[config.mk]
export PLATFORM = sky130hd
export DESIGN_NAME = inRetryBuf
export DESIGN_NICKNAME = d
export VERILOG_FILES = /design/src/rtl/inRetryPkg.sv /design/src/rtl/inRetryData.sv /design/src/rtl/inRetryCtl.sv /design/src/rtl/inRetryBuf.sv
export SDC_FILE = /design/constraint.sdc
export NUM_CORES = 1
export LEC_CHECK = 0
export BUFFER_PORTS_ARGS = -buffer_cell sky130_fd_sc_hd__buf_2
export CAP_MARGIN = 30
export CORE_UTILIZATION = 41
export CTS_BUF_LIST = sky130_fd_sc_hd__clkbuf_8
export CTS_CLUSTER_DIAMETER = 150
export DETAILED_ROUTE_END_ITERATION = 10
export PLACE_DENSITY = 0.62
export SLEW_MARGIN = 20
export SYNTH_ARGS = -nofsm -noshare
export SYNTH_HDL_FRONTEND = slang
export SYNTH_SLANG_ARGS = --single-unit
[constraint.sdc]
create_clock -name clk -period 2.4 [get_ports clk]
set_clock_uncertainty 0.15 [all_clocks]
set_input_delay 0.24 -clock clk [delete_from_list [all_inputs] [get_ports clk]]
set_output_delay 0.24 -clock clk [all_outputs]
set_load 0.02 [all_outputs]
[src/rtl/inRetryPkg.sv]
package inRetryPkg;
  // Strobes from the control FSM to the datapath
  typedef struct packed {
    logic store;   // write incoming byte into the copy
    logic send;    // replay phase active
    logic advance; // current byte accepted by the FIFO
  } ctlStrb_t;

  typedef enum logic [1:0] {
    ST_LOAD = 2'd0,
    ST_SEND = 2'd1,
    ST_WAIT = 2'd2
  } rbState_t;
endpackage

[src/rtl/inRetryData.sv]
module inRetryData
  import inRetryPkg::*;
#(
  parameter int DEPTH = 64
) (
  input  logic       clk,
  input  logic       rstN,
  input  ctlStrb_t   strb,
  input  logic [7:0] ldData,
  input  logic       ldLast,
  output logic       loadLast,
  output logic       sendDone,
  output logic [7:0] fifoDin
);
  localparam int AW = $clog2(DEPTH);

  logic [7:0]  mem [DEPTH];
  logic [AW-1:0] wrCnt;
  logic [AW-1:0] rdPtr;
  logic [AW:0]   pktLen;

  assign loadLast = ldLast || (wrCnt == AW'(DEPTH - 1));
  assign sendDone = ({1'b0, rdPtr} + 1'b1) == pktLen;
  assign fifoDin  = mem[rdPtr];

  always_ff @(posedge clk) begin
    if (strb.store) mem[wrCnt] <= ldData;
  end

  always_ff @(posedge clk) begin
    if (!rstN) begin
      wrCnt  <= '0;
      rdPtr  <= '0;
      pktLen <= '0;
    end else begin
      if (strb.store) begin
        if (loadLast) begin
          wrCnt  <= '0;
          pktLen <= {1'b0, wrCnt} + 1'b1;
        end else begin
          wrCnt <= wrCnt + 1'b1;
        end
      end
      if (!strb.send) rdPtr <= '0;
      else if (strb.advance) rdPtr <= sendDone ? '0 : rdPtr + 1'b1;
    end
  end
endmodule

[src/rtl/inRetryCtl.sv]
module inRetryCtl
  import inRetryPkg::*;
#(
  parameter int MAX_RETRY = 3
) (
  input  logic     clk,
  input  logic     rstN,
  input  logic     ldValid,
  input  logic     loadLast,
  input  logic     sendDone,
  input  logic     fifoFull,
  input  logic     toHit,
  input  logic     ackHit,
  output logic     ldReady,
  output logic     fifoWe,
  output logic     retryErr,
  output ctlStrb_t strb
);
  localparam int RW = $clog2(MAX_RETRY + 1);

  rbState_t state;
  logic [RW-1:0] retryCnt;

  assign ldReady      = (state == ST_LOAD);
  assign fifoWe       = (state == ST_SEND) && !fifoFull;
  assign strb.store   = ldReady && ldValid;
  assign strb.send    = (state == ST_SEND);
  assign strb.advance = fifoWe;

  always_ff @(posedge clk) begin
    if (!rstN) begin
      state    <= ST_LOAD;
      retryCnt <= '0;
      retryErr <= 1'b0;
    end else begin
      unique case (state)
        ST_LOAD: if (strb.store && loadLast) state <= ST_SEND;
        ST_SEND: if (strb.advance && sendDone) state <= ST_WAIT;
        ST_WAIT: begin
          if (ackHit) begin
            state    <= ST_LOAD;
            retryCnt <= '0;
          end else if (toHit) begin
            if (retryCnt == RW'(MAX_RETRY)) begin
              state    <= ST_LOAD;
              retryCnt <= '0;
              retryErr <= 1'b1;
            end else begin
              state    <= ST_SEND;
              retryCnt <= retryCnt + 1'b1;
            end
          end
        end
        default: state <= ST_LOAD;
      endcase
    end
  end
endmodule

[src/rtl/inRetryBuf.sv]
module inRetryBuf
  import inRetryPkg::*;
#(
  parameter int DEPTH     = 64,
  parameter int MAX_RETRY = 3,
  parameter int EP_W      = 4,
  parameter int EP_ID     = 1
) (
  input  logic            clk,
  input  logic            rstN,
  input  logic            ldValid,
  input  logic [7:0]      ldData,
  input  logic            ldLast,
  output logic            ldReady,
  output logic            fifoWe,
  output logic [7:0]      fifoDin,
  input  logic            fifoFull,
  input  logic            toPulse,
  input  logic            ackPulse,
  input  logic [EP_W-1:0] epSel,
  output logic            retryErr
);
  ctlStrb_t strb;
  logic loadLast, sendDone, epMatch;

  assign epMatch = (epSel == EP_W'(EP_ID));

  inRetryCtl #(.MAX_RETRY(MAX_RETRY)) uCtl (
    .clk(clk), .rstN(rstN), .ldValid(ldValid), .loadLast(loadLast),
    .sendDone(sendDone), .fifoFull(fifoFull),
    .toHit(toPulse && epMatch), .ackHit(ackPulse && epMatch),
    .ldReady(ldReady), .fifoWe(fifoWe), .retryErr(retryErr), .strb(strb)
  );

  inRetryData #(.DEPTH(DEPTH)) uData (
    .clk(clk), .rstN(rstN), .strb(strb), .ldData(ldData), .ldLast(ldLast),
    .loadLast(loadLast), .sendDone(sendDone), .fifoDin(fifoDin)
  );
endmodule

# Yosys cells after proc, flatten, opt, wreduce, memory -nomap -nowiden
# Memory sizes are Yosys's and may differ from the RTL's. A register that Yosys moved wholly into a read port is not among the register bits.
# Index checks and enable logic that the tools add are counted.
dict set report totals {
  register_bits 24
  mem_bits_rw 512
  inputBits 19
  output_inout_bits 11
  word_cells 52
  mem_count 1
}
dict set report op_classes {
  add_sub_neg 5
  n_eq_ne 9
  mux 15
  bitwise_logic 1
  n_reduce_logical 15
}
# memory words width read_ports rd_ports_with_merged_regs wr line
set mem_list {}
lappend mem_list {uData.mem 64 8 1 1 1 inRetryData.sv:17} ;# logic [7:0] mem [DEPTH];
# cell n
set op_table {}
lappend op_table {{6-bit two-way mux} 4}
lappend op_table {{6-bit by 1-bit adder with 7-bit output, second input constant} 2}
lappend op_table {{2-bit two-way mux} 7}
lappend op_table {{6-bit by 1-bit adder with 6-bit output, second input constant} 2}
lappend op_table {{7-bit equality test} 1}
lappend op_table {{6-bit equality test, second input constant} 1}
lappend op_table {{1-bit logical AND} 6}
lappend op_table {{2-bit one-hot mux with 3 select lines} 1}
lappend op_table {{2-bit AND reduction} 3}
lappend op_table {{2-bit equality test, second input constant} 2}
lappend op_table {{4-bit by 1-bit equality test with 1-bit output, second input constant} 1}
lappend op_table {{2-bit inequality test, second input constant} 2}
lappend op_table {{4-bit AND reduction} 1}
lappend op_table {{1-bit two-way mux} 3}
lappend op_table {{3-bit by 1-bit inequality test with 1-bit output, second input constant} 1}
lappend op_table {{3-bit AND reduction} 1}
lappend op_table {{2-bit by 1-bit adder with 2-bit output, second input constant} 1}
lappend op_table {{2-bit by 1-bit equality test with 1-bit output, second input constant} 1}
lappend op_table {{2-bit zero test} 1}
lappend op_table {{2-bit nonzero test} 1}
lappend op_table {{1-bit zero test} 1}
lappend op_table {{1-bit logical OR} 1}
lappend op_table {{1-bit NOT} 1}

# Depth between registers and ports, before layout
dict set report depth {
  ltp_word 5
  depth_mapped 9
  depth_no_buf 6
}

# Cells and area by module
# From an unflattened synthesis, not the netlist that was laid out.
dict set report unflattened {
  cells_unflattened 1094
  hier_area_um2 21451.8
}
# mod instances cells_each area_per_inst_um2 seq_area_each_um2
set modules_own_cells {}
lappend modules_own_cells {inRetryData 1 1061 21157.8 15875.2}
lappend modules_own_cells {inRetryCtl 1 30 266.5 100.1}
lappend modules_own_cells {inRetryBuf 1 3 27.5 0.0}

# Least setup slack after synthesis
# Ideal clock, no wire load.
dict set report synth_timing {
  path_kind {flip-flop to flip-flop}
  startpoint {reg uCtl.state[0]}
  endpoint {mem uData.mem[60][0] (enable)}
  setup_time_ns 0.370
  t_arrival_ns 1.792
  t_required_ns 1.880
  slack_ns 0.087
  path_stages_with_launch 6
  n_path_buf 1
  synth_period_minus_slack_ns 2.313
  cell_sequence {dfxtp_1 nor2_1 and2_1 clkbuf_1 nand3_1 nor2_1}
}
dict set report synth_via {
  elab_chain_cells 4
}
# item line
set synth_rtl {}
lappend synth_rtl {{start: declaration} inRetryCtl.sv:21} ;# rbState_t state;
lappend synth_rtl {{start signal: assignment} inRetryCtl.sv:32} ;# state <= ST_LOAD;
lappend synth_rtl {{start signal: assignment} inRetryCtl.sv:37} ;# ST_LOAD: if (strb.store && loadLast) state <= ST_SEND;
lappend synth_rtl {{start signal: assignment} inRetryCtl.sv:38} ;# ST_SEND: if (strb.advance && sendDone) state <= ST_WAIT;
lappend synth_rtl {{2-bit zero test} inRetryCtl.sv:24} ;# assign ldReady = (state == ST_LOAD);
lappend synth_rtl {{named net ldReady} inRetryBuf.sv:14} ;# output logic ldReady,
lappend synth_rtl {{1-bit logical AND} inRetryCtl.sv:26} ;# assign strb.store = ldReady && ldValid;
lappend synth_rtl {{1-bit two-way mux} inRetryData.sv:27} ;# if (strb.store) mem[wrCnt] <= ldData;
lappend synth_rtl {{1-bit two-way mux (implied by the code)} inRetryData.sv:27}
lappend synth_rtl {{end: declaration} inRetryData.sv:17}
# The timed path passes the listed nets, and every way through them passes these cells.

==> results by stage <==
Yosys:
- The number of synthesized register bits is 542.
- The most instantiated library cell after synthesis is sky130_fd_sc_hd__edfxtp_1.
- Counting flops with a built-in enable in the synthesized netlist gives 512.
- The most used flip-flop cell after synthesis is sky130_fd_sc_hd__edfxtp_1.
- The count of distinct cell types in the synthesized netlist is 59.
- Sequential elements use 74.2% of the synthesized area.
- The top-area cell type share of the netlist area is 71.5%.
- During synthesis, Yosys emitted a total of 0 warnings.
- After synthesis the cells add up to 0.0215 mm².
- The post-synthesis async set-or-reset flop share is 0%.
- In the post-synthesis netlist, the biggest area contributors are sky130_fd_sc_hd__edfxtp_1, sky130_fd_sc_hd__mux4_2, sky130_fd_sc_hd__mux4_1.
- The largest area contributor in the synthesized netlist is sky130_fd_sc_hd__edfxtp_1.
- The synthesized netlist cell count is 1084.
- Sorting the synthesized cells by how often they occur yields sky130_fd_sc_hd__edfxtp_1, sky130_fd_sc_hd__mux4_2, sky130_fd_sc_hd__nor2_1, sky130_fd_sc_hd__mux4_1, sky130_fd_sc_hd__nand2_1.
- Counting every net in the synthesized netlist gives 1106.
- The mean post-synth cell area is 19.8 µm².

Setup path:
- The critical path startpoint category is a register.
- STA puts the critical path data required time at 2.01 ns.
- The worst setup path is of the register to primary output kind.
- The critical path's largest stage delay is 0.49 ns.
- In this run the worst path has a maximum fanout of 12.
- The depth of the most critical reg-to-reg path is 6.
- The data arrival time of the worst path is 2.87 ns.
- The setup slack on the worst flop-to-flop path is 0.16 ns.
- The cell type of the slowest stage on the worst timing path is sky130_fd_sc_hd__mux4_2.
- Walking the worst path, the cells encountered are buf_12, buf_4, buf_4, mux4_2, o22ai_1, a21oi_1, o21ai_2, o311ai_2, buf_2.
- The beginning of the worst register-to-register path is uData.rdPtr[1].
- The critical path capture point type is a primary output.
- The most common cell type on the critical path is sky130_fd_sc_hd__buf_4.
- The worst register-to-register path ends at uData.rdPtr[0].

Power and ir drop:
- Total power for the finished layout comes to 18.7 mW.
- The worst supply voltage drop on vdd is 0.320 mV.
- The leakage dissipation is 8.45 nW.
- In this run the power density over the cells is 723 mW/mm².

STA:
- The smallest hold slack is 0.0665 ns.
- The headroom to the max-slew limit is 47.7%.
- In the post-route analysis, the smallest setup slack over all paths is -0.864 ns.
- Counting I/O delays and the setup requirement, the final critical path takes 3.26 ns.
- Setup violations remaining at the end of the flow were counted as 8.
- In the final timing run, aggregate negative setup slack is -6.47 ns.
- The transition time of the tightest slew-check pin is 0.782 ns.
- The hold violation total from the final report is 0.
- Setup repair after global routing could not meet its margin everywhere.
- The max-slew violation total from the final report is 0.
- For this run, the top clock speed supported by timing is 306 MHz.
- The post-route fraction of the period consumed by the critical path is 136%.

Status:
- The final reports fail on negative setup slack.
- The run finished, with violations left.

GRT:
- The number of antenna violations at the first check in global routing is 0.
- The number of global-route vias before repair is 11.8k.
- The aggregate global-route resource usage is 19.7%.
- After global routing the overflow that remains totals 0.
- Entering global routing, the biggest net connects 65 pins.
- The wire length of the first global-routing pass is 76.6 mm.

Finish:
- The ratio of cells with drive above 1 in the final layout is 32.6%.
- The number of fill cells is 4135.
- The diode insertion count for antenna repair is 0.
- The final non-filler cell area is 0.0258 mm².
- The post-layout net count is 1360.
- The post-synthesis to final-layout area growth is 20.1%.

Routing:
- For this run, the detailed router's first-pass iteration total came to 5.
- The detail route stage leaves a number of antenna-violating nets equal to 0.
- The initial detailed-routing violation count is 1110.
- The final routed DRC violation total is 0.
- The routed via count is 11.4k.
- The sum of routed wire length over all layers is 51.4 mm.
- After detailed routing, the number of vias per cell comes to 5.48.
- The final routed wire length divided by cell count is 24.6 µm.

Clock network:
- Clock-pin slew was measured on the worst setup and hold paths at 0.06 ns.
- Buffers inserted during clock tree synthesis total 88.
- TritonCTS built the clock tree.
- CTS saw 542 sinks.
- The clock root buffer is sky130_fd_sc_hd__clkbuf_8.
- Clock latency on the worst-skew pair, taken at its later pin, is 0.65 ns.
- The maximum buffer depth of the clock tree is 3.
- The H-tree depth reported by CTS is 3.

Placed design:
- Before CTS, the worst setup slack after placement is -0.433 ns.
- The post-place instance area is 0.0237 mm².
- After legalization and detailed placement, the total HPWL measured 32.6 mm.
- The quantity of I/O buffers inserted on ports is 29.
- The congestion estimate from routability-driven global placement came to 0.804.

Floorplan:
- The die height is 231 µm.
- In this run the standard cell core region covers 0.0516 mm².
- The floorplan has 83 rows.
- The area of the die is 0.0534 mm².
- The die boundary width is 231 µm.
- The effective utilization at floorplan is 41.7%.
- Pin placement for this block handled 30 I/O pins.

Run:
- The number of violations of the max-capacitance limit is 0.

Hold path:
- The path with the worst hold slack has its endpoint at uData.mem[15][0].
- The cell depth of the worst hold path is 1.
- The kind of path behind the tightest hold check is input port to register.
- In this run the most critical hold path is launched from ldData[0].
area by class of cell:
cell class / instances / area, µm² / share of cell area [%]
flip-flops and latches: 542 / 16000 / 61.9
clock inverters: 67 / 325 / 1.26
clock buffers: 93 / 1280 / 4.95
repair buffers: 222 / 1990 / 7.70
multi-input cells: 479 / 5390 / 20.9
inverters: 5 / 18.8 / 0.0726
well taps: 680 / 851 / 3.29
worst max-delay path by stage:
stage	startpoint	endpoint	slack (ns)
2_1_floorplan	uCtl.state[0]	uData.mem[60][0]	0.09
3_3_place_gp	register	fifoDin[0]	-0.35
3_5_place_dp	register	fifoDin[2]	-0.43
4_1_cts	register	fifoDin[7]	-0.87
5_1_grt	register	fifoDin[0]	-0.98
6_report	register	fifoDin[0]	-0.86
timing repair:
item / in CTS / in global routing
setup endpoints to repair: 8 / 10
gates resized for setup: 44 / 18
hold buffers: 15 / 0
buffers inserted: 2 / 6
endpoints found under the hold margin: 146 / 0
pin swaps: 2 / 1
gates cloned: 1 / 1
report_power, final:
part	total (mW)	switching (mW)	internal (mW)
registers	10.4	0.0311	10.4
clock network	7.34	3.55	3.79
logic	0.930	0.551	0.380
cells by family (layout without fill, tap and decap cells):
family | count (synthesis) | after routing | synth area share, %
AO/OA/AOI/OAI | 113 | 113 | 3.93
XOR/XNOR | 13 | 13 | 0.529
adder cells (fa/ha/maj) | 3 | 3 | 0.174
buffers and inverters | 63 | 387 | 1.83
flip-flops | 542 | 542 | 74.2
multiplexers | 141 | 141 | 14.7
AND/OR/NAND/NOR | 209 | 209 | 4.62
through the flow:
step / util (%) / std cells
floorplan: - / 1084
global placement: 45.9 / 1903
detailed placement: 45.9 / 1903
CTS: 49.8 / 2081
global route: 50.1 / 2088
finish: 50.1 / 2088
state kept, by name, summed over array words and instances, names as in the netlist, named ones only:
name           flops
uCtl.retryCnt      2
uData.mem        512
uData.rdPtr        6
uCtl.state         2
uData.wrCnt        6
uCtl.retryErr      1
uData.pktLen       7
critical path: cells and delay by family, from the launching register on:
| kind | cells | cell delay (ns) |
|---|---|---|
| buffers and inverters | 4 | 0.60 |
| AO/OA/AOI/OAI | 4 | 0.74 |
| flip-flops | 1 | 0.38 |
| multiplexers | 1 | 0.49 |
layer usage:
layer	global-route usage, %	part of all wire, %
met5	0	0
met4	5.84	2.1
met3	3.83	6.3
met2	31.3	48
met1	27.8	44
cell usage in the layout, fill, tap and decap left out, types with 4 or more instances in the layout:
| cell | netlist | final |
|---|---|---|
| sky130_fd_sc_hd__edfxtp_1 | 512 | 512 |
| sky130_fd_sc_hd__buf_4 | 4 | 148 |
| sky130_fd_sc_hd__mux4_2 | 90 | 96 |
| sky130_fd_sc_hd__clkbuf_8 | 0 | 93 |
| sky130_fd_sc_hd__nor2_1 | 86 | 86 |
| sky130_fd_sc_hd__inv_1 | 5 | 38 |
| sky130_fd_sc_hd__nand2_1 | 35 | 35 |
| sky130_fd_sc_hd__mux4_1 | 38 | 32 |
| sky130_fd_sc_hd__buf_2 | 22 | 28 |
| sky130_fd_sc_hd__dfxtp_1 | 30 | 25 |
| sky130_fd_sc_hd__nand3_1 | 24 | 24 |
| sky130_fd_sc_hd__nor2b_1 | 24 | 23 |
| sky130_fd_sc_hd__clkinv_1 | 0 | 22 |
| sky130_fd_sc_hd__buf_12 | 3 | 22 |
| sky130_fd_sc_hd__dlygate4sd3_1 | 0 | 15 |
| sky130_fd_sc_hd__nand2b_1 | 11 | 11 |
| sky130_fd_sc_hd__xnor2_1 | 10 | 10 |
| sky130_fd_sc_hd__a22oi_1 | 13 | 10 |
| sky130_fd_sc_hd__a21oi_1 | 10 | 10 |
| sky130_fd_sc_hd__a31oi_1 | 12 | 10 |
| sky130_fd_sc_hd__mux2i_1 | 12 | 9 |
| sky130_fd_sc_hd__o22ai_2 | 0 | 9 |
| sky130_fd_sc_hd__o22ai_1 | 18 | 9 |
| sky130_fd_sc_hd__nand3b_1 | 7 | 7 |
| sky130_fd_sc_hd__clkinv_2 | 0 | 7 |
| sky130_fd_sc_hd__o21ai_2 | 0 | 6 |
| sky130_fd_sc_hd__buf_6 | 7 | 6 |
| sky130_fd_sc_hd__o21ai_0 | 10 | 5 |
| sky130_fd_sc_hd__o211ai_1 | 5 | 5 |
| sky130_fd_sc_hd__o211a_1 | 4 | 4 |
| sky130_fd_sc_hd__o221ai_1 | 8 | 4 |
| sky130_fd_sc_hd__a2111oi_4 | 0 | 4 |
| sky130_fd_sc_hd__nor3_2 | 0 | 4 |
| sky130_fd_sc_hd__o221ai_2 | 0 | 4 |
Power figures use the tool's default switching activity.
